`config.mk`:
```
export PLATFORM = sky130hd
export DESIGN_NAME = t1_esf_tx_framer
export DESIGN_NICKNAME = d
export VERILOG_FILES = /design/src/rtl/t1fr_pkg.sv /design/src/rtl/t1fr_seq.sv /design/src/rtl/t1fr_crc.sv /design/src/rtl/t1fr_mux.sv /design/src/rtl/t1_esf_tx_framer.sv
export SDC_FILE = /design/constraint.sdc
export NUM_CORES = 1
export LEC_CHECK = 0
export BUFFER_PORTS_ARGS = -buffer_cell sky130_fd_sc_hd__buf_2
export CORE_MARGIN = 2
export CORE_UTILIZATION = 50
export DETAILED_ROUTE_END_ITERATION = 10
export HOLD_SLACK_MARGIN = 0.1
export MAX_ROUTING_LAYER = met4
export PLACE_DENSITY = 0.76
export SKIP_CTS_REPAIR_TIMING = 1
export SLEW_MARGIN = 20
export SYNTH_ARGS = -nofsm -noshare
export SYNTH_HDL_FRONTEND = slang
export SYNTH_HIERARCHICAL = 1
export SYNTH_SLANG_ARGS = --single-unit
```
`constraint.sdc`:
```
create_clock -name clk -period 5.1 [get_ports clk]
set_input_delay 0.51 -clock clk [delete_from_list [all_inputs] [get_ports clk]]
set_output_delay 0.51 -clock clk [all_outputs]
set_load 0.02 [all_outputs]
```
`src/rtl/t1fr_pkg.sv`:
```
package t1fr_pkg;

  localparam int CRC_W = 6;
  // x^6 + x + 1, low-order taps only
  localparam logic [CRC_W-1:0] CRC_TAPS = 6'b000011;

  // alignment words, leftmost bit sent first
  localparam logic [5:0] ESF_ALIGN = 6'b001011;
  localparam logic [5:0] RB_TERM   = 6'b101010;
  localparam logic [5:0] RB_SIGAL  = 6'b001110;

  typedef enum logic {MODE_ESF = 1'b0, MODE_RB = 1'b1} mf_mode_e;

  // one serial step of the CRC division
  function automatic logic [CRC_W-1:0] crc_step(input logic [CRC_W-1:0] acc,
                                                input logic d);
    logic fb;
    fb = acc[CRC_W-1] ^ d;
    return {acc[CRC_W-2:0], 1'b0} ^ (fb ? CRC_TAPS : '0);
  endfunction

  // framing bit in 24-frame mode, frm = 0-based frame index
  function automatic logic esf_fbit(input logic [4:0] frm,
                                    input logic [CRC_W-1:0] crc,
                                    input logic link);
    logic [2:0] k;
    k = frm[4:2];
    if (!frm[0])            return link;              // odd frame numbers
    else if (frm[1:0] == 2'd1) return crc[3'd5 - k]; // frames 2,6,...
    else                    return ESF_ALIGN[3'd5 - k]; // frames 4,8,...
  endfunction

  // framing bit in 12-frame mode
  function automatic logic rb_fbit(input logic [4:0] frm);
    logic [2:0] k;
    k = frm[3:1];
    if (!frm[0]) return RB_TERM[3'd5 - k];
    else         return RB_SIGAL[3'd5 - k];
  endfunction

endpackage

```
`src/rtl/t1fr_seq.sv`:
```
module t1fr_seq #(
  parameter int FRAME_BITS = 193,
  parameter int MF_LONG    = 24,
  parameter int MF_SHORT   = 12
) (
  input  logic       clk,
  input  logic       rst,
  input  logic       mode_in,
  output logic [7:0] bit_pos,
  output logic [4:0] frm,
  output logic       mode_q,
  output logic       fslot,
  output logic       mf_last
);
  localparam logic [7:0] LAST_BIT = 8'(FRAME_BITS - 1);
  localparam logic [4:0] LAST_L   = 5'(MF_LONG - 1);
  localparam logic [4:0] LAST_S   = 5'(MF_SHORT - 1);

  logic frame_end;
  logic [4:0] last_frm;

  assign last_frm  = mode_q ? LAST_S : LAST_L;
  assign frame_end = (bit_pos == LAST_BIT);
  assign mf_last   = frame_end && (frm == last_frm);
  assign fslot     = (bit_pos == 8'd0);

  always_ff @(posedge clk) begin
    if (rst) begin
      bit_pos <= '0;
      frm     <= '0;
      mode_q  <= mode_in;
    end else if (frame_end) begin
      bit_pos <= '0;
      if (mf_last) begin
        frm    <= '0;
        mode_q <= mode_in;
      end else begin
        frm <= frm + 5'd1;
      end
    end else begin
      bit_pos <= bit_pos + 8'd1;
    end
  end

  // mode only moves across a multiframe boundary
  a_r8_mode_hold: assert property (@(posedge clk) disable iff (rst)
    !mf_last |=> $stable(mode_q));
  // frame index never passes the multiframe length
  a_r1_frm_range: assert property (@(posedge clk) disable iff (rst)
    frm <= last_frm);

endmodule

```
`src/rtl/t1fr_crc.sv`:
```
module t1fr_crc
  import t1fr_pkg::*;
(
  input  logic             clk,
  input  logic             rst,
  input  logic             d_bit,
  input  logic             mf_last,
  output logic [CRC_W-1:0] crc_hold
);
  logic [CRC_W-1:0] acc;
  logic [CRC_W-1:0] acc_nx;

  assign acc_nx = crc_step(acc, d_bit);

  always_ff @(posedge clk) begin
    if (rst) begin
      acc      <= '0;
      crc_hold <= '0;
    end else if (mf_last) begin
      crc_hold <= acc_nx;
      acc      <= '0;
    end else begin
      acc <= acc_nx;
    end
  end

  // the sent remainder only changes at a multiframe boundary
  a_r3_hold_stable: assert property (@(posedge clk) disable iff (rst)
    !mf_last |=> $stable(crc_hold));
  // the running remainder restarts at every boundary
  a_r3_acc_restart: assert property (@(posedge clk) disable iff (rst)
    mf_last |=> (acc == '0));

endmodule

```
`src/rtl/t1fr_mux.sv`:
```
module t1fr_mux
  import t1fr_pkg::*;
#(
  parameter int CHANS = 24
) (
  input  logic             mode_q,
  input  logic [7:0]       bit_pos,
  input  logic [4:0]       frm,
  input  logic             fslot,
  input  logic [CRC_W-1:0] crc_hold,
  input  logic             link_bit,
  input  logic             pay_bit,
  input  logic [CHANS-1:0] sig_a,
  input  logic [CHANS-1:0] sig_b,
  output logic             nxt_bit,
  output logic             crc_in
);
  logic [4:0] chan;
  logic       chan_lsb;
  logic       fbit;
  logic       pay_sel;

  assign chan     = bit_pos[7:3] - 5'd1;
  assign chan_lsb = (bit_pos[2:0] == 3'd0) && !fslot;

  always_comb begin
    fbit = (mode_q == MODE_RB) ? rb_fbit(frm) : esf_fbit(frm, crc_hold, link_bit);
    pay_sel = pay_bit;
    if (mode_q == MODE_RB && chan_lsb) begin
      if (frm == 5'd5)       pay_sel = sig_a[chan];
      else if (frm == 5'd11) pay_sel = sig_b[chan];
    end
    nxt_bit = fslot ? fbit : pay_sel;
    crc_in  = fslot ? 1'b1 : pay_sel;
  end

endmodule

```
`src/rtl/t1_esf_tx_framer.sv`:
```
module t1_esf_tx_framer #(
  parameter int CHANS = 24,
  parameter int CH_BITS = 8
) (
  input  logic             clk,
  input  logic             rst,
  input  logic             rb_mode,
  input  logic             pay_bit,
  output logic             pay_take,
  input  logic             link_bit,
  output logic             link_take,
  input  logic [CHANS-1:0] sig_a,
  input  logic [CHANS-1:0] sig_b,
  output logic             line_bit,
  output logic             frame_mark,
  output logic             mfrm_mark
);
  import t1fr_pkg::*;

  localparam int FRAME_BITS = CHANS * CH_BITS + 1;

  logic [7:0]       bit_pos;
  logic [4:0]       frm;
  logic             mode_q;
  logic             fslot;
  logic             mf_last;
  logic [CRC_W-1:0] crc_hold;
  logic             nxt_bit;
  logic             crc_in;

  t1fr_seq #(.FRAME_BITS(FRAME_BITS), .MF_LONG(24), .MF_SHORT(12)) seq_i (
    .clk(clk), .rst(rst), .mode_in(rb_mode),
    .bit_pos(bit_pos), .frm(frm), .mode_q(mode_q),
    .fslot(fslot), .mf_last(mf_last)
  );

  t1fr_crc crc_i (
    .clk(clk), .rst(rst), .d_bit(crc_in), .mf_last(mf_last), .crc_hold(crc_hold)
  );

  t1fr_mux #(.CHANS(CHANS)) mux_i (
    .mode_q(mode_q), .bit_pos(bit_pos), .frm(frm), .fslot(fslot),
    .crc_hold(crc_hold), .link_bit(link_bit), .pay_bit(pay_bit),
    .sig_a(sig_a), .sig_b(sig_b), .nxt_bit(nxt_bit), .crc_in(crc_in)
  );

  assign pay_take  = !rst && !fslot;
  assign link_take = !rst && fslot && (mode_q == MODE_ESF) && !frm[0];

  always_ff @(posedge clk) begin
    if (rst) begin
      line_bit   <= 1'b0;
      frame_mark <= 1'b0;
      mfrm_mark  <= 1'b0;
    end else begin
      line_bit   <= nxt_bit;
      frame_mark <= fslot;
      mfrm_mark  <= fslot && (frm == 5'd0);
    end
  end

  // a multiframe start is always a frame start
  a_r1_mf_in_frame: assert property (@(posedge clk) disable iff (rst)
    mfrm_mark |-> frame_mark);
  // the framing slot took no payload
  a_r5_gap_at_frame: assert property (@(posedge clk) disable iff (rst)
    frame_mark |-> !$past(pay_take));
  // data link is only taken outside payload
  a_r4_link_not_payload: assert property (@(posedge clk) disable iff (rst)
    link_take |-> !pay_take);
  // link pulses are single-cycle
  a_r4_link_pulse: assert property (@(posedge clk) disable iff (rst)
    link_take |=> !link_take);

endmodule

```
After elaboration in Yosys (flattened, before gate mapping)
Memory sizes are Yosys's and may differ from the RTL's.
Cells that the tools add are included.

cells by class
  reductions and logical operators = 19
  bitwise gates (word level) = 3
  equality and inequality tests = 5
  multiplexer cells = 24
  add/sub/neg operators = 5
  order comparisons = 3

operators with widths
  operator                                                    count
  two-way mux 1 bit                                           18
  binary-select mux 1 bit (select 5 bit)                      2
  two-way mux 5 bit                                           2
  adder 8 x 1 -> 8 bit, second input constant                 1
  == test 8 bit, second input constant                        1
  logical AND 1 bit                                           8
  zero test 8 bit                                             1
  less-than comparator 3 x 4 -> 1 bit, second input constant  2
  less-than comparator 5 x 6 -> 1 bit, second input constant  1
  subtractor 3 bit, first input constant                      2
  bitwise XOR 6 bit                                           1
  adder 5 x 1 -> 5 bit, second input constant                 1
  == test 5 x 3 -> 1 bit, second input constant               1
  == test 5 x 4 -> 1 bit, second input constant               1
  == test 5 bit                                               1
  zero test 5 bit                                             1
  subtractor 5 x 1 -> 5 bit, second input constant            1
  nonzero test 2 bit                                          2
  OR reduction 2 bit                                          2
  binary-select mux 1 bit (select 3 bit)                      1
  zero test 1 bit                                             3
  zero test 3 bit                                             1
  == test 2 x 1 -> 1 bit, second input constant               1
  two-way mux 2 bit                                           1
  3 further kinds                                             3

word-level totals
  word-level logic and storage cells = 70
  bits in registers = 29
  input bits = 53
  memory bits (read-only) = 24
  memories = 3

memories
  memory           depth  bits a word  read ports  clocked after Yosys merged registers in  wr ports  RTL line        text
  (no name shown)  8      1            1           0                                        0         t1fr_pkg.sv:38  else return RB_SIGAL[3'd5 - k];
  (no name shown)  8      1            1           0                                        0         t1fr_pkg.sv:37  if (!frm[0]) return RB_TERM[3'd5 - k];
  (no name shown)  8      1            1           0                                        0         t1fr_pkg.sv:30  else return ESF_ALIGN[3'd5 - k];

Longest topological paths before layout
  depth in word-level cells = 10
  gate-level depth with buffers = 14
  gate-level depth less buffers = 12

Cells and area by module
Netlist, hierarchy kept.

modules (own cells, without submodules)
  module            area an instance (sq um)  cells an instance  times used
  t1fr_mux          842.1                     87                 1
  t1fr_seq          668.1                     69                 1
  t1fr_crc          409.1                     37                 1
  t1_esf_tx_framer  100.1                     10                 1

Worst setup path after synthesis
Ideal clock, no wire load.

  kind = reg-to-reg
  from = register seq_i.bit_pos[3]
  to = register crc_i.crc_hold[1]
  slack = 1759 ps
  setup time = 106 ps
  arrival time = 3235 ps
  data required time = 4994 ps
  stages on the path, launching flop included = 15
  cell sequence = dfxtp_1 -> buf_6 -> buf_8 -> inv_1 -> ha_1 -> buf_1 -> mux4_2 -> mux2_1 -> o21ai_0 -> nand4_1 -> a211oi_2 -> nor2_1 -> xnor2_1 -> or4b_1 -> o311ai_0

on the way
  word-level cells in the longest chain between the ends = 10
  elaborated cells between the ends (all ways) = 18
  those cells by class = add/sub (1); eq/ne (1); mux (9); bitwise (2); reduce/logical (5)

ends and longest elaborated chain
  item                                     RTL line                text
  start, declared                          t1fr_seq.sv:9           output logic [7:0] bit_pos,
  start signal, assigned                   t1fr_seq.sv:41          bit_pos <= bit_pos + 8'd1;
  subtractor 5 x 1 -> 5 bit                t1fr_mux.sv:23          assign chan = bit_pos[7:3] - 5'd1;
  binary-select mux 1 bit (select 5 bit)   t1fr_mux.sv:31          else if (frm == 5'd11) pay_sel = sig_b[chan];
  two-way mux 1 bit (implied by the code)  t1fr_mux.sv:31
  two-way mux 1 bit                        t1fr_mux.sv:31
  two-way mux 1 bit                        t1fr_mux.sv:30          if (frm == 5'd5) pay_sel = sig_a[chan];
  two-way mux 1 bit                        t1fr_mux.sv:29          if (mode_q == MODE_RB && chan_lsb) begin
  two-way mux 1 bit (*)                    t1fr_mux.sv:34          crc_in = fslot ? 1'b1 : pay_sel;
  named net crc_in                         t1_esf_tx_framer.sv:29  logic crc_in;
  bitwise XOR 1 bit (*)                    t1fr_pkg.sv:18          fb = acc[CRC_W-1] ^ d;
  two-way mux 2 bit (*)                    t1fr_pkg.sv:19          return {acc[CRC_W-2:0], 1'b0} ^ (fb ? CRC_TAPS : '0);
  bitwise XOR 6 bit (*)                    t1fr_pkg.sv:19
  end signal, assigned                     t1fr_crc.sv:20          crc_hold <= acc_nx;
  end, declared                            t1fr_crc.sv:8           output logic [CRC_W-1:0] crc_hold

Mark *: on every way through the listed nets, which the timed path passes. The rest lies on a longest branch. The select of a mux whose other input is x is not followed.
A chain may end at the register's enable or synchronous reset.

Worst setup path after layout
Same ends and word-level chain as after synthesis.

==> flow_summary.toml <==
[status]
status = "complete, no violations"

[critical_path]
crit_path_max_incr_delay_ns = 0.85
criticalPathCategory = "flop to flop"
crit_cells = 11
path_cells = "inv_1 > ha_1 > xor2_4 > mux4_1 > nor2_1 > o311ai_2 > a211oi_2 > nor2_1 > xnor2_1 > or4b_1 > o311ai_0"
ff2ff_path_depth = 11
r2r-start = "seq_i/bit_pos[3]"
crit_path_end_kind = "flop"
critPathMostFrequentCell = "nor2_1"
crit_fanout = 19
start_kind = "flop"
crit_end = "crc_i/crc_hold[1]"
critPathBufInv = 1
r2r_slack_ns = 1.21
cp_top_family = "flip-flops"
cp.arrival_ns = 4.06
critPathSlowestCell = "dfxtp_1"
startpoint = "seq_i/bit_pos[3]"
r2r_end = "crc_i/crc_hold[1]"
crit_required_ns = 5.27

[finish]
final_layout_size_suffix_gt1_share_pct = 31.6
instances_no_fill = 313
fillers = 341
areaGrowthSynthToFinish_pct = 20.8
antennaDiodeCount = 0
finalNetCount = 322

[logic_synthesis]
synth_top_family_by_area = "simple AND/OR/NAND/NOR gates"
synth.area.top_cells = "dfxtp_1, mux4_1, nor2_1"
synth-edff-count = 1
syn-mean-instance-area_um2 = 9.95
synth_nets = 263
synth-seq-area-share_pct = 29.2
yosys.area_share.simple_pct = 24.9
synth-xor-area-share_pct = 6.57
syn_inst = 203
synth-main-ff-cell = "dfxtp_1"
ys_ff_latch = 29
synth.largest_area_cell = "dfxtp_1"
synth_area_um2 = 2020
synth-async-reset-ratio_pct = 0
yosysWarnings = 6
synthAdderAreaFrac_pct = 4.34
yosysUniqueCellTypes = 59
synth_compound_area_share_pct = 10.4
synth_top_area_share_pct = 27.8
synth.area.mux_share_pct = 20.4

[power_and_ir_drop]
peakVddDrop_uv = 137
fin_total_pwr_uw = 568
powerDensity_nw_per_um2 = 233
power.leakage_uw = 0.000974

[sta]
setup_viol = 0
tightestPinTransition_ns = 0.839
fin_crit_sh_pct = 76.2
fmaxAchievable_ghz = 0.257
maxSlewHeadroom_pct = 43.8
finalMaxSlewViolations = 0
fin_skew_ns = 0.00555
rsz0062_at_grt = "no"
hold_slack_ns = 0.406
hold_viol = 0
fin_setup_tns_ns = 0
period_needed_ns = 3.89

[placed_design]
place_congestion = 0.880
dp_hpwl_um = 3410
dp_cells = 305
io_buffers = 57

[routing]
viasPerCell = 5.59
drt-total-wl_um = 4610
drc_errors = 0
first_iter_violations = 131
wl_per_cell_um = 14.7
firstDrtPassIters = 4
ant_nets = 0
vias = 1751

[floorplan]
placementRows = 23
fp.dieW_um = 67.6
initial_core_util_pct = 51.2
io-pin-count = 58
dieArea_um2 = 4560
core_um2 = 3940
die_h_um = 67.6

[clocking]
numClockSinks = 29
clock_latency_ns = 0.28
cts_buffers = 5
h-tree-depth = 2
clk_path_buf_depth = 2
cts_tree = "done"
clockRootBuffer = "clkbuf_8"
clk_pin_slew_ns = 0.07

[grt]
antenna_found_initial = 0
grt_pass1_wl_um = 7500
grt_pass1_vias = 1598
grt_start_max_net_pins = 20
grt-ovfl-total = 0
grt_use_total_pct = 22.7

[min_path]
hold_path.class = "input pin to flop"

[flow_run]
max-cap-violations = 0
[synthesized netlist by cell type, drive strengths merged (2+ instances only)]
| cell type | n |
|---|---|
| xor2 | 9 |
| a211oi | 3 |
| and3 | 2 |
| nand4 | 3 |
| mux2 | 4 |
| mux2i | 9 |
| buf | 4 |
| a21oi | 4 |
| xnor2 | 4 |
| mux4 | 11 |
| o311ai | 2 |
| and2 | 4 |
| nor3 | 5 |
| or3b | 2 |
| dfxtp | 28 |
| nand3b | 2 |
| o21bai | 2 |
| nor3b | 3 |
| o22ai | 2 |
| ha | 7 |
| nor4bb | 3 |
| nand2 | 11 |
| nand2b | 4 |
| inv | 10 |
| nor2b | 5 |
| o21ai | 10 |
| nor2 | 28 |
| nand3 | 7 |
[logic make-up (layout without fill, tap and decap cells)]
| family | count (synthesis) | in the layout |
|---|---|---|
| AO/OA/AOI/OAI | 28 | 28 |
| XOR/XNOR | 13 | 13 |
| adder cells (fa/ha/maj) | 7 | 7 |
| buffers and inverters | 15 | 75 |
| flip-flops | 29 | 29 |
| multiplexers | 24 | 24 |
| AND/OR/NAND/NOR | 87 | 87 |
[metal layers]
layer	vias up	part of all wire [%]	global-route usage [%]	wire length, um
li1	867	-	-	-
met2	55	47	35.9	2170
met4	0	1.2	7.40	56
met5	-	0	-	0
met3	8	7.2	5.17	332
met1	821	45	28.6	2050
[per-stage QoR]
stage | worst slack (ns) | util (%) | cell area, um2
2_1_floorplan | 1.76 | - | 2020
3_3_place_gp | 1.33 | 58.9 | 2320
3_5_place_dp | 1.22 | 58.9 | 2320
4_1_cts | 1.19 | 61.9 | 2440
5_1_grt | 0.849 | 61.9 | 2440
6_report | 1.21 | 61.9 | 2440
[sequential cells by signal, summed over array words and instances, names as in the netlist]
register / flops
crc_i/acc: 6
crc_i/crc_hold: 6
frame_mark: 1
line_bit: 1
mfrm_mark: 1
seq_i/bit_pos: 8
seq_i/frm: 5
seq_i/mode_q: 1
[how the worst min path moves through the flow]
stage                       from            to  slack [ns]  cells after the start
global placement    crc_i/acc[4]  crc_i/acc[5]        0.44                      1
floorplan           crc_i/acc[1]  crc_i/acc[2]        0.43                      1
CTS                      rb_mode  seq_i/mode_q        0.39                      1
finish                   rb_mode  seq_i/mode_q        0.41                      1
global route             rb_mode  seq_i/mode_q        0.40                      1
detailed placement  crc_i/acc[4]  crc_i/acc[5]        0.45                      1
[final cells by class]
cell class	count	area, um2	share of cell area (%)
multi-input combinational	159	1350	55.2
inverter	10	37.5	1.54
clock buffer	7	86.3	3.54
sequential	29	591	24.2
timing repair buffer	57	285	11.7
tap	50	62.6	2.57
clock inverter	1	30.0	1.23
[cell usage in the layout (no fill, tap or decap), types with 2 or more instances in the layout]
cell type	count
nor2_1	28
nand2b_1	3
nand4_1	3
nand2_1	10
inv_1	10
mux4_1	8
mux4_2	3
nor4bb_1	3
and3_1	2
xnor2_1	4
nand3_1	7
dfxtp_1	28
a211oi_2	2
xor2_1	8
buf_2	57
mux2_2	3
and2_1	4
ha_1	7
mux2i_1	9
a21oi_1	4
nor3b_1	2
nor3_1	4
nor2b_1	5
nand3b_1	2
o22ai_1	2
clkbuf_8	6
o21ai_0	8
[report_power, final]
| part | leakage [uW] | internal [uW] | switching [uW] |
|---|---|---|---|
| logic | 0.000678 | 40.7 | 36.0 |
| clock network | 0.0000585 | 159 | 88.0 |
| registers | 0.000238 | 237 | 7.19 |
Note: power is estimated with default switching activity, not from simulation.
